### src/rtl/rxchk_pkg.sv
package rxchk_pkg;
  localparam logic [31:0] CRC_INIT    = 32'hFFFF_FFFF;
  localparam logic [31:0] CRC_POLY    = 32'hEDB8_8320;
  localparam logic [31:0] CRC_RESIDUE = 32'hDEBB_20E3;

  // receive status event bit positions (bit 7 is the old flag)
  localparam int ST_GOOD  = 0;
  localparam int ST_CRC   = 1;
  localparam int ST_SHORT = 2;
  localparam int ST_OLD   = 7;
  // receive command: bits 2:0 mask, bit 3 keeps check bytes
  localparam int CMD_KEEP = 3;

  function automatic logic [31:0] crc_step(input logic [31:0] c, input logic [7:0] d);
    logic [31:0] r;
    r = c ^ {24'd0, d};
    for (int b = 0; b < 8; b++) begin
      r = r[0] ? ((r >> 1) ^ CRC_POLY) : (r >> 1);
    end
    return r;
  endfunction
endpackage

### src/rtl/rxchk_classify.sv
module rxchk_classify
  import rxchk_pkg::*;
#(
  parameter int MIN_LEN = 64
) (
  input  logic       clk,
  input  logic       rst_n,
  input  logic       byte_en,
  input  logic       byte_last,
  input  logic [7:0] byte_in,
  output logic       res_good,
  output logic       res_crc_bad,
  output logic       res_short
);
  localparam int CW = $clog2(MIN_LEN + 1);

  logic [31:0]   crc_q, crc_d, crc_nxt;
  logic [CW-1:0] cnt_q, cnt_d;

  always_comb begin
    crc_nxt     = crc_step(crc_q, byte_in);
    res_short   = (cnt_q < CW'(MIN_LEN - 1));
    res_crc_bad = !res_short && (crc_nxt != CRC_RESIDUE);
    res_good    = !res_short && (crc_nxt == CRC_RESIDUE);
    crc_d = crc_q;
    cnt_d = cnt_q;
    if (byte_en) begin
      if (byte_last) begin
        crc_d = CRC_INIT;
        cnt_d = '0;
      end else begin
        crc_d = crc_nxt;
        if (cnt_q != CW'(MIN_LEN)) cnt_d = cnt_q + 1'b1;
      end
    end
  end

  always_ff @(posedge clk or negedge rst_n) begin
    if (!rst_n) begin
      crc_q <= CRC_INIT;
      cnt_q <= '0;
    end else if (byte_en) begin
      crc_q <= crc_d;
      cnt_q <= cnt_d;
    end
  end
endmodule

### src/rtl/rxchk_fcs_strip.sv
module rxchk_fcs_strip #(
  parameter int FCS_BYTES = 4
) (
  input  logic       clk,
  input  logic       rst_n,
  input  logic       keep,
  input  logic       byte_en,
  input  logic       byte_last,
  input  logic [7:0] byte_in,
  output logic       out_valid,
  output logic [7:0] out_data,
  output logic       out_last
);
  localparam int FW = $clog2(FCS_BYTES + 1);

  logic [7:0]    dl_q [FCS_BYTES];
  logic [7:0]    dl_d [FCS_BYTES];
  logic [FW-1:0] fill_q, fill_d;
  logic          primed;

  always_comb begin
    primed = (fill_q == FW'(FCS_BYTES));
    if (keep) begin
      out_valid = byte_en;
      out_data  = byte_in;
    end else begin
      out_valid = byte_en && primed;
      out_data  = dl_q[FCS_BYTES-1];
    end
    out_last = byte_last;

    dl_d[0] = byte_in;
    for (int i = 1; i < FCS_BYTES; i++) dl_d[i] = dl_q[i-1];

    fill_d = fill_q;
    if (byte_en) begin
      if (byte_last)   fill_d = '0;
      else if (!primed) fill_d = fill_q + 1'b1;
    end
  end

  always_ff @(posedge clk or negedge rst_n) begin
    if (!rst_n) begin
      fill_q <= '0;
      for (int i = 0; i < FCS_BYTES; i++) dl_q[i] <= '0;
    end else if (byte_en) begin
      fill_q <= fill_d;
      for (int i = 0; i < FCS_BYTES; i++) dl_q[i] <= dl_d[i];
    end
  end
endmodule

### src/rtl/rxchk_fifo.sv
module rxchk_fifo #(
  parameter int DEPTH = 128
) (
  input  logic       clk,
  input  logic       rst_n,
  input  logic       wr_en,
  input  logic [7:0] wr_data,
  input  logic       wr_last,
  input  logic       frame_end,
  output logic       frame_fits,
  input  logic       rd_en,
  output logic [7:0] rd_data,
  output logic       rd_last,
  output logic       ready
);
  localparam int AW = $clog2(DEPTH);

  logic [8:0]  mem [DEPTH];
  logic [AW:0] wr_q, wr_d, cm_q, cm_d, rd_q, rd_d, count;
  logic        ovf_q, ovf_d, full, wr_fire, rd_fire, ovf_now;

  always_comb begin
    count      = wr_q - rd_q;
    full       = (count == (AW+1)'(DEPTH));
    ovf_now    = wr_en && full;
    wr_fire    = wr_en && !full && !ovf_q;
    ready      = (rd_q != cm_q);
    rd_fire    = rd_en && ready;
    frame_fits = !(ovf_q || ovf_now);
    {rd_last, rd_data} = mem[rd_q[AW-1:0]];

    rd_d  = rd_fire ? rd_q + 1'b1 : rd_q;
    wr_d  = wr_fire ? wr_q + 1'b1 : wr_q;
    cm_d  = cm_q;
    ovf_d = ovf_q || ovf_now;
    if (frame_end) begin
      ovf_d = 1'b0;
      if (frame_fits) cm_d = wr_d;
      else            wr_d = cm_q;
    end
  end

  always_ff @(posedge clk or negedge rst_n) begin
    if (!rst_n) begin
      wr_q  <= '0;
      cm_q  <= '0;
      rd_q  <= '0;
      ovf_q <= 1'b0;
    end else begin
      wr_q  <= wr_d;
      cm_q  <= cm_d;
      rd_q  <= rd_d;
      ovf_q <= ovf_d;
    end
  end

  always_ff @(posedge clk) begin
    if (wr_fire) mem[wr_q[AW-1:0]] <= {wr_last, wr_data};
  end


  fill_bound_chk: assert property (@(posedge clk) disable iff (!rst_n)
    count <= (AW+1)'(DEPTH));


  no_read_empty_chk: assert property (@(posedge clk) disable iff (!rst_n)
    (rd_en && !ready) |=> (rd_q == $past(rd_q)));
endmodule

### src/rtl/rxchk_status.sv
module rxchk_status
  import rxchk_pkg::*;
(
  input  logic       clk,
  input  logic       rst_n,
  input  logic       rx_cmd_we,
  input  logic       tx_cmd_we,
  input  logic [3:0] cmd_wdata,
  input  logic       rx_rd,
  input  logic       tx_rd,
  input  logic       rx_upd,
  input  logic [2:0] rx_code,
  input  logic       tx_evt,
  input  logic [3:0] tx_code,
  output logic [7:0] rx_stat,
  output logic [7:0] tx_stat,
  output logic       keep_fcs,
  output logic       rx_old,
  output logic       irq
);
  logic       rx_old_q, rx_old_d, tx_old_q, tx_old_d;
  logic [2:0] rx_ev_q, rx_ev_d;
  logic [3:0] tx_ev_q, tx_ev_d, rx_cmd_q, tx_cmd_q;

  always_comb begin
    rx_old_d = rx_old_q;
    rx_ev_d  = rx_ev_q;
    if (rx_upd) begin
      rx_old_d = 1'b0;
      rx_ev_d  = rx_code;
    end else if (rx_rd) begin
      rx_old_d = 1'b1;
    end
    tx_old_d = tx_old_q;
    tx_ev_d  = tx_ev_q;
    if (tx_evt) begin
      tx_old_d = 1'b0;
      tx_ev_d  = tx_code;
    end else if (tx_rd) begin
      tx_old_d = 1'b1;
    end
  end

  always_ff @(posedge clk or negedge rst_n) begin
    if (!rst_n) begin
      rx_old_q <= 1'b1;
      tx_old_q <= 1'b1;
      rx_ev_q  <= '0;
      tx_ev_q  <= '0;
    end else begin
      rx_old_q <= rx_old_d;
      tx_old_q <= tx_old_d;
      rx_ev_q  <= rx_ev_d;
      tx_ev_q  <= tx_ev_d;
    end
  end

  always_ff @(posedge clk or negedge rst_n) begin
    if (!rst_n)         rx_cmd_q <= '0;
    else if (rx_cmd_we) rx_cmd_q <= cmd_wdata;
  end

  always_ff @(posedge clk or negedge rst_n) begin
    if (!rst_n)         tx_cmd_q <= '0;
    else if (tx_cmd_we) tx_cmd_q <= cmd_wdata;
  end

  always_comb begin
    rx_stat  = {rx_old_q, 4'd0, rx_ev_q};
    tx_stat  = {tx_old_q, 3'd0, tx_ev_q};
    keep_fcs = rx_cmd_q[CMD_KEEP];
    rx_old   = rx_old_q;
    irq      = (!rx_old_q && |(rx_ev_q & rx_cmd_q[2:0])) ||
               (!tx_old_q && |(tx_ev_q & tx_cmd_q));
  end


  rd_sets_old_chk: assert property (@(posedge clk) disable iff (!rst_n)
    (rx_rd && !rx_upd) |=> rx_stat[ST_OLD]);


  tx_evt_new_chk: assert property (@(posedge clk) disable iff (!rst_n)
    tx_evt |=> (!tx_stat[7] && tx_stat[3:0] == $past(tx_code)));
endmodule

### src/rtl/rx_frame_check.sv
module rx_frame_check
  import rxchk_pkg::*;
#(
  parameter int MIN_LEN    = 64,
  parameter int FCS_BYTES  = 4,
  parameter int FIFO_DEPTH = 128
) (
  input  logic       clk,
  input  logic       rst_n,
  input  logic       in_valid,
  input  logic [7:0] in_data,
  input  logic       in_last,
  input  logic       cmd_rx_we,
  input  logic       cmd_tx_we,
  input  logic [3:0] cmd_wdata,
  input  logic       rx_stat_rd,
  output logic [7:0] rx_stat,
  input  logic       tx_stat_rd,
  output logic [7:0] tx_stat,
  input  logic       tx_evt_valid,
  input  logic [3:0] tx_evt_code,
  input  logic       fifo_rd,
  output logic [7:0] fifo_data,
  output logic       fifo_eof,
  output logic       rx_ready,
  output logic       irq
);
  logic       in_frame_q, in_frame_d, accept_q, accept_d, accept_now;
  logic       keep_fcs, rx_old, take_en, frame_end, frame_fits, rx_upd;
  logic       res_good, res_crc_bad, res_short;
  logic       st_valid, st_last;
  logic [7:0] st_data;

  always_comb begin
    accept_now = in_frame_q ? accept_q : rx_old;
    take_en    = in_valid && accept_now;
    frame_end  = take_en && in_last;
    rx_upd     = frame_end && frame_fits;
    in_frame_d = in_valid ? !in_last : in_frame_q;
    accept_d   = (in_valid && !in_frame_q) ? rx_old : accept_q;
  end

  always_ff @(posedge clk or negedge rst_n) begin
    if (!rst_n) begin
      in_frame_q <= 1'b0;
      accept_q   <= 1'b0;
    end else if (in_valid) begin
      in_frame_q <= in_frame_d;
      accept_q   <= accept_d;
    end
  end

  rxchk_classify #(.MIN_LEN(MIN_LEN)) i_classify (
    .clk(clk), .rst_n(rst_n),
    .byte_en(in_valid), .byte_last(in_last), .byte_in(in_data),
    .res_good(res_good), .res_crc_bad(res_crc_bad), .res_short(res_short)
  );

  rxchk_fcs_strip #(.FCS_BYTES(FCS_BYTES)) i_strip (
    .clk(clk), .rst_n(rst_n), .keep(keep_fcs),
    .byte_en(take_en), .byte_last(in_last), .byte_in(in_data),
    .out_valid(st_valid), .out_data(st_data), .out_last(st_last)
  );

  rxchk_fifo #(.DEPTH(FIFO_DEPTH)) i_fifo (
    .clk(clk), .rst_n(rst_n),
    .wr_en(st_valid), .wr_data(st_data), .wr_last(st_last),
    .frame_end(frame_end), .frame_fits(frame_fits),
    .rd_en(fifo_rd), .rd_data(fifo_data), .rd_last(fifo_eof), .ready(rx_ready)
  );

  rxchk_status i_status (
    .clk(clk), .rst_n(rst_n),
    .rx_cmd_we(cmd_rx_we), .tx_cmd_we(cmd_tx_we), .cmd_wdata(cmd_wdata),
    .rx_rd(rx_stat_rd), .tx_rd(tx_stat_rd),
    .rx_upd(rx_upd), .rx_code({res_short, res_crc_bad, res_good}),
    .tx_evt(tx_evt_valid), .tx_code(tx_evt_code),
    .rx_stat(rx_stat), .tx_stat(tx_stat),
    .keep_fcs(keep_fcs), .rx_old(rx_old), .irq(irq)
  );


  drop_hold_chk: assert property (@(posedge clk) disable iff (!rst_n)
    (in_valid && in_frame_q && !accept_q && !rx_stat_rd) |=> (rx_stat == $past(rx_stat)));


  irq_quiet_chk: assert property (@(posedge clk) disable iff (!rst_n)
    (rx_stat[7] && tx_stat[7]) |-> !irq);
endmodule

### config.mk
export PLATFORM = sky130hd
export DESIGN_NAME = rx_frame_check
export DESIGN_NICKNAME = d
export VERILOG_FILES = /design/src/rtl/rxchk_pkg.sv /design/src/rtl/rxchk_classify.sv /design/src/rtl/rxchk_fcs_strip.sv /design/src/rtl/rxchk_fifo.sv /design/src/rtl/rxchk_status.sv /design/src/rtl/rx_frame_check.sv
export SDC_FILE = /design/constraint.sdc
export NUM_CORES = 2
export LEC_CHECK = 0
export BUFFER_PORTS_ARGS = -buffer_cell sky130_fd_sc_hd__buf_2
export CAP_MARGIN = 20
export CELL_PAD_IN_SITES_DETAIL_PLACEMENT = 0
export CELL_PAD_IN_SITES_GLOBAL_PLACEMENT = 1
export CORE_MARGIN = 4
export CORE_UTILIZATION = 60
export CTS_CLUSTER_DIAMETER = 40
export DETAILED_ROUTE_END_ITERATION = 16
export GPL_ROUTABILITY_DRIVEN = 1
export PLACE_DENSITY_LB_ADDON = 0.08
export RECOVER_POWER = 100
export REMOVE_ABC_BUFFERS = 1
export SLEW_MARGIN = 20
export SYNTH_ARGS = -nofsm -noshare
export SYNTH_HDL_FRONTEND = slang
export SYNTH_SLANG_ARGS = --single-unit
### constraint.sdc
create_clock -name clk -period 12.7 [get_ports clk]
set_clock_uncertainty 0.05 [all_clocks]
set_input_delay 1.27 -clock clk [delete_from_list [all_inputs] [get_ports clk]]
set_output_delay 1.27 -clock clk [all_outputs]
set_load 0.03 [all_outputs]
## After elaboration in Yosys (flattened, before gate mapping)

Memory sizes are Yosys's and may differ from the RTL's.
Cells that the tools add are included.

| storage, ports and cells | value |
|---|---|
| word-level logic and storage cells | 101 |
| bits of input ports | 26 |
| register bits after elaboration | 118 |
| memories kept | 1 |
| ROM bits | 0 |
| bits in latches | 0 |
| RAM bits | 1152 |
| output and inout bits | 27 |

| operators by class | value |
|---|---|
| mux-type cells | 26 |
| bitwise operators | 11 |
| eq/ne operators | 7 |
| multiply operators | 0 |
| div/mod/pow operators | 0 |
| $lt $le $gt $ge | 1 |
| reductions and logical operators | 31 |
| shift operators | 0 |
| add/subtract/negate cells | 5 |

Memory list:

| name | depth | width | rd ports | clocked after memory_dff | write ports | line | source |
|---|---|---|---|---|---|---|---|
| i_fifo.mem | 128 | 9 | 1 | 0 | 1 | rxchk_fifo.sv:18 | `logic [8:0] mem [DEPTH];` |

Operator list:

| kind | number |
|---|---|
| 32-bit two-way mux | 9 |
| 13-bit inverter with 14-bit output | 8 |
| 32-bit equality test (second input constant) | 1 |
| 8-bit two-way mux | 4 |
| 32-bit inequality test (second input constant) | 1 |
| 32-bit by 8-bit XOR with 32-bit output | 1 |
| 8-bit by 1-bit adder with 8-bit output (second input constant) | 2 |
| 7-bit two-way mux | 2 |
| 1-bit logical AND | 13 |
| 1-bit two-way mux | 9 |
| 8-bit equality test (second input constant) | 1 |
| 1-bit zero test | 8 |
| 8-bit inequality test | 1 |
| 8-bit subtractor | 1 |
| 7-bit by 1-bit adder with 7-bit output (second input constant) | 1 |
| 7-bit by 6-bit less-than comparator with 1-bit output (second input constant) | 1 |
| 7-bit inequality test (second input constant) | 1 |
| 3-bit two-way mux | 2 |
| 2-bit AND reduction | 3 |
| 2-bit nonzero test | 3 |
| 4-bit AND | 1 |
| 4-bit OR reduction | 1 |
| 3-bit by 1-bit adder with 3-bit output (second input constant) | 1 |
| 3-bit AND | 1 |
| other kinds (4) | 5 |

## Longest topological paths before layout

| depth | value |
|---|---|
| depth in word-level cells | 19 |
| mapped depth | 15 |
| gate-level depth less buffers | 10 |

## Hierarchy

From an unflattened synthesis, not the netlist that was laid out.

| unflattened totals | value |
|---|---|
| cells, all modules | 2422 |
| area, all modules | 51285.4 um^2 |

By module, submodules not included:

| module | instances | seq. area each (um^2) | area each (um^2) | cells an instance |
|---|---|---|---|---|
| rxchk_fifo | 1 | 35218.8 | 46111.7 | 2016 |
| rxchk_classify | 1 | 1016.0 | 2723.9 | 250 |
| rxchk_fcs_strip | 1 | 875.8 | 1616.6 | 96 |
| rxchk_status | 1 | 427.9 | 723.2 | 50 |
| rx_frame_check | 1 | 50.0 | 110.1 | 10 |

## Worst setup path after synthesis

No wires, ideal clock.

| timing | value |
|---|---|
| kind | reg2reg |
| from | register i_fifo.rd_q[3] |
| to | memory i_fifo.mem[111][0], enable pin |
| clock period less this slack | 4.130 ns |
| data required time | 12.276 ns |
| stages on the path, launching flop included | 15 |
| slack | 8.570 ns |
| path buffers | 5 |
| arrival | 3.706 ns |
| setup time | 0.374 ns |
| cell sequence | dfrtp_1 inv_1 clkbuf_1 buf_1 ha_1 nand2_1 a211o_1 a31oi_1 mux2i_1 o31ai_1 buf_2 or2_2 buf_2 clkbuf_1 nor2_1 |

| between the ends | value |
|---|---|
| word-level cells in the longest chain between the ends | 7 |

Ends and longest elaborated chain:

| item | line | source |
|---|---|---|
| start: declaration | rxchk_fifo.sv:19 | `logic [AW:0] wr_q, wr_d, cm_q, cm_d, rd_q, rd_d, count;` |
| start signal: assignment | rxchk_fifo.sv:52 | `rd_q <= rd_d;` |
| 8-bit subtractor | rxchk_fifo.sv:23 | `count = wr_q - rd_q;` |
| 8-bit equality test | rxchk_fifo.sv:24 | `full = (count == (AW+1)'(DEPTH));` |
| 1-bit zero test | rxchk_fifo.sv:26 | `wr_fire = wr_en && !full && !ovf_q;` |
| 1-bit logical AND (2 in series) | rxchk_fifo.sv:26 |  |
| 1-bit two-way mux | rxchk_fifo.sv:58 | `if (wr_fire) mem[wr_q[AW-1:0]] <= {wr_last, wr_data};` |
| 1-bit two-way mux (not written as such) | rxchk_fifo.sv:58 |  |
| end: declaration | rxchk_fifo.sv:18 |  |

No other way between the ends.

## Final worst setup path

| timing | value |
|---|---|
| from | register i_fifo.rd_q[1] |
| to | output fifo_data[5] |

| between the ends | value |
|---|---|
| word-level cells in the longest chain between the ends | 1 |

Ends and longest elaborated chain:

| item | line | source |
|---|---|---|
| memory read 128 x 9 bit | - |  |
| end: declaration | rx_frame_check.sv:23 | `output logic [7:0] fifo_data,` |

No other way between the ends.

==> impl_metrics.env <==
export IMPL_clockRootBuffer="sky130_fd_sc_hd__clkbuf_16"
export IMPL_route_antenna_remaining_nets=0
export IMPL_worst_hold_path_type="flop to flop"
export IMPL_min_period_over_period_pct=71.4
export IMPL_cts_sinks=1270
export IMPL_max_slew_worst_pin_slew_ns=4.38
export IMPL_grt_total_ovfl=0
export IMPL_fraction_of_layout_cells_with_a_size_suffix_above_1_pct=27.3
export IMPL_seq_area_frac_synth_pct=73.9
export IMPL_synth_avg_cell_area_um2=20.5
export IMPL_min_to="i_strip.dl_q[7]$_DFFE_PN0P_"
export IMPL_avgRoutedWirePerCell_um=29.9
export IMPL_whs_path_depth=2
export IMPL_max_stage_delay_ns=2.29
export IMPL_critical_path_startpoint_type="flop"
export IMPL_start_util_pct=60.7
export IMPL_critical_path_arrival_ns=7.74
export IMPL_post_synth_main_area_contributors="sky130_fd_sc_hd__edfxtp_1 (68%), sky130_fd_sc_hd__mux4_2 (17%), sky130_fd_sc_hd__dfrtp_1 (4.1%)"
export IMPL_cpMaxStageDelayCell="sky130_fd_sc_hd__clkbuf_1"
export IMPL_ios=53
export IMPL_layout_commonest_cell="sky130_fd_sc_hd__edfxtp_1"
export IMPL_ys_async_rst_share_pct=9.29
export IMPL_drv_cap=24
export IMPL_synth_yosys_warnings=0
export IMPL_synth_edf_count=1152
export IMPL_die_height_um=299
export IMPL_timing_final_hold_violations=0
export IMPL_die_x_um=299
export IMPL_vias=24500
export IMPL_synth_seq_cells=1270
export IMPL_timing_max_transition_violations_final=1467
export IMPL_wire_length_of_the_first_global_routing_pass_um=172000
export IMPL_drtPass1Iterations=5
export IMPL_timing_critical_path_fanout_max=148
export IMPL_result_of_the_run="complete, but fails checks"
export IMPL_cts_path_max_buffers=3
export IMPL_critical_path_class="flop to output pin"
export IMPL_finish_net_count=2642
export IMPL_placementRows=106
export IMPL_tritoncts_clock_tree="yes"
export IMPL_design_area_um2=57400
export IMPL_r2r_end="i_fifo.mem[71][2]$_DFFE_PP_"
export IMPL_unrepaired_setup_endpoints_after_global_routing="no"
export IMPL_drt_total_wl_um=116000
export IMPL_netlist_area_leader_share_pct=68.0
export IMPL_cts_resized=0
export IMPL_most_common_layout_cells="sky130_fd_sc_hd__edfxtp_1 (1152), sky130_fd_sc_hd__mux4_2 (378), sky130_fd_sc_hd__nor2_1 (188)"
export IMPL_period_minus_slack_ns=9.06
export IMPL_p_leak_nw=18.7
export IMPL_postCtsSetupRepairBufs=0
export IMPL_routabilityCongestion=0.816
export IMPL_report_final_setup_viol=0
export IMPL_grt_pass1_vias=25400
export IMPL_area_delta_synth_final_pct=12.9
export IMPL_crit_reg2reg_launch="i_fifo.rd_q[1]$_DFFE_PN0P_"
export IMPL_post_dp_hpwl_um=68800
export IMPL_worst_ir_drop_vdd_mv=0.212
export IMPL_r2r_setup_slack_ns=5.65
export IMPL_data_required_time_of_the_worst_path_ns=11.38
export IMPL_number_of_design_rule_violations_left_after_detail_routing=0
export IMPL_io_buffer_count=45
export IMPL_clk_pin_slew_ns=0.06
export IMPL_p_per_area_nw_per_um2=241
export IMPL_syn_inst=2477
export IMPL_synth_cell_type_count=66
export IMPL_cp_common_cell="sky130_fd_sc_hd__mux4_2"
export IMPL_synth_flop_cell="sky130_fd_sc_hd__edfxtp_1"
export IMPL_dpl_cell_area_um2=52500
export IMPL_finalSetupTns_ns=0
export IMPL_htreeDepth=4
export IMPL_achievable_frequency_mhz=110
export IMPL_timing_slew_headroom_pct=-192
export IMPL_dominant_cell_type_by_area_after_synthesis="sky130_fd_sc_hd__edfxtp_1"
export IMPL_core_um2=83800
export IMPL_design_die_area_um2=89500
export IMPL_failed_checks="max-capacitance violations, max-slew violations"
export IMPL_min_from="i_strip.dl_q[7]$_DFFE_PN0P_"
export IMPL_end_kind="output pin"
export IMPL_synthesis_area_um2=50900
export IMPL_grt_max_degree=149
export IMPL_worstSkewPairLatency_ns=0.73
export IMPL_cts_buffers=151
export IMPL_length_in_cells_of_the_worst_reg_to_reg_path=10
export IMPL_worstPathCellList="clkbuf_1 > buf_12 > mux4_2 > mux4_2 > mux4_2 > nand2_1 > nand2_1 > clkbuf_1"
export IMPL_global_route_usage_total_pct=26.5
export IMPL_drt_iter0_markers=2867
export IMPL_antenna_found_initial=10
export IMPL_route_detailed_vias_per_inst=6.36
export IMPL_cts_hold_buffers_added=0
-- power by group --
group	switching (W)	internal, W	leakage (nW)	total, W
Clock	0.00171	0.00269	2.50	0.00440
Combinational	0.00234	0.00182	4.33	0.00416
Sequential	0.000237	0.00506	11.9	0.00529
-- state kept, by name, summed over array words and instances (netlist names) --
name and flops:
i_strip.dl_q 8, i_status.tx_cmd_q 4, i_fifo.cm_q 8, in_frame_q 1, i_fifo.rd_q 8, i_fifo.mem 1152, i_fifo.ovf_q 1, i_classify.crc_q 32
accept_q 1, i_classify.cnt_q 7, i_strip.fill_q 3, i_status.rx_cmd_q 4, i_fifo.wr_q 8, i_strip.dl_d 24, i_status.rx_ev_q 3, i_status.tx_ev_q 4
i_status.rx_old 1, i_status.tx_old_q 1
-- metrics by stage --
step	cells	hold WS [ns]	util [%]	power (W)	setup slack, ns
after global routing	3860	0.432	68.5	0.0144	3.29
final	3861	0.416	68.5	0.0138	3.64
after detailed placement	3581	0.401	62.6	0.00949	6.23
after global placement	3580	0.397	62.5	0.00942	6.27
after CTS	3857	0.418	68.8	0.0139	5.45
after floorplan	2347	0.389	-	0.00899	-1.46
-- worst max-delay path: cells and delay by family (launching register included) --
kind	cells	cell delay (ns)
buffers and inverters	3	3.19
DFF	1	1.78
muxes	3	1.53
and+or+nand+nor	2	0.31
-- kinds of logic (layout without fill, tap and decap cells) --
group | after synthesis | in the layout | synth area share [%]
AND/OR/NAND/NOR | 418 | 418 | 3.44
multiplexers | 424 | 424 | 17.7
AO/OA/AOI/OAI | 92 | 92 | 1.17
flip-flops | 1270 | 1270 | 73.9
adder cells (fa/ha/maj) | 14 | 14 | 0.344
buffers and inverters | 159 | 401 | 1.32
other | 1 | 9 | 0.00737
XOR/XNOR | 99 | 99 | 2.07
-- synthesized netlist by cell type, types with 9 or more instances --
| library cell | count |
|---|---|
| sky130_fd_sc_hd__dfstp_2 | 34 |
| sky130_fd_sc_hd__xnor2_1 | 46 |
| sky130_fd_sc_hd__buf_4 | 9 |
| sky130_fd_sc_hd__a21oi_1 | 46 |
| sky130_fd_sc_hd__dfrtp_1 | 84 |
| sky130_fd_sc_hd__ha_1 | 14 |
| sky130_fd_sc_hd__nor2_1 | 188 |
| sky130_fd_sc_hd__inv_1 | 22 |
| sky130_fd_sc_hd__xor2_1 | 37 |
| sky130_fd_sc_hd__buf_2 | 34 |
| sky130_fd_sc_hd__mux2_2 | 38 |
| sky130_fd_sc_hd__nand3_1 | 20 |
| sky130_fd_sc_hd__nor3_1 | 13 |
| sky130_fd_sc_hd__edfxtp_1 | 1152 |
| sky130_fd_sc_hd__buf_1 | 16 |
| sky130_fd_sc_hd__nor2b_1 | 9 |
| sky130_fd_sc_hd__nand2_1 | 153 |
| sky130_fd_sc_hd__mux4_2 | 378 |
| sky130_fd_sc_hd__clkbuf_1 | 77 |
-- metal layers --
metal  part of all wire (%)  GRT usage (%)  routed length [µm]
met5                   0.17           1.30                 199
met4                    2.3           7.34                2620
met3                    9.4           6.73               10900
met2                     49           41.7               56700
met1                     39           37.7               45200
-- final cells by class --
class	count	area, µm²
Fill cell	5344	26400
Clock buffer	181	4050
Antenna cell	2	5.00
Multi-Input combinational cell	1054	12600
Inverter	23	88.8
Sequential cell	1270	37600
Timing Repair Buffer	102	498
Tap cell	1134	1420
Clock inverter	95	1130
-- worst max-delay path by stage --
stage                          startpoint      endpoint  slack [ns]  cells after the start
2_1_floorplan  i_fifo.rd_q[0]$_DFFE_PN0P_  fifo_data[0]       -1.46                      5
3_3_place_gp   i_fifo.rd_q[0]$_DFFE_PN0P_  fifo_data[7]        6.27                      8
3_5_place_dp   i_fifo.rd_q[0]$_DFFE_PN0P_  fifo_data[7]        6.23                      8
4_1_cts        i_fifo.rd_q[0]$_DFFE_PN0P_  fifo_data[7]        5.45                      8
5_1_grt        i_fifo.rd_q[1]$_DFFE_PN0P_  fifo_data[4]        3.29                      8
6_report       i_fifo.rd_q[1]$_DFFE_PN0P_  fifo_data[5]        3.64                      8
No activity file was read; power rests on OpenSTA's default activity.
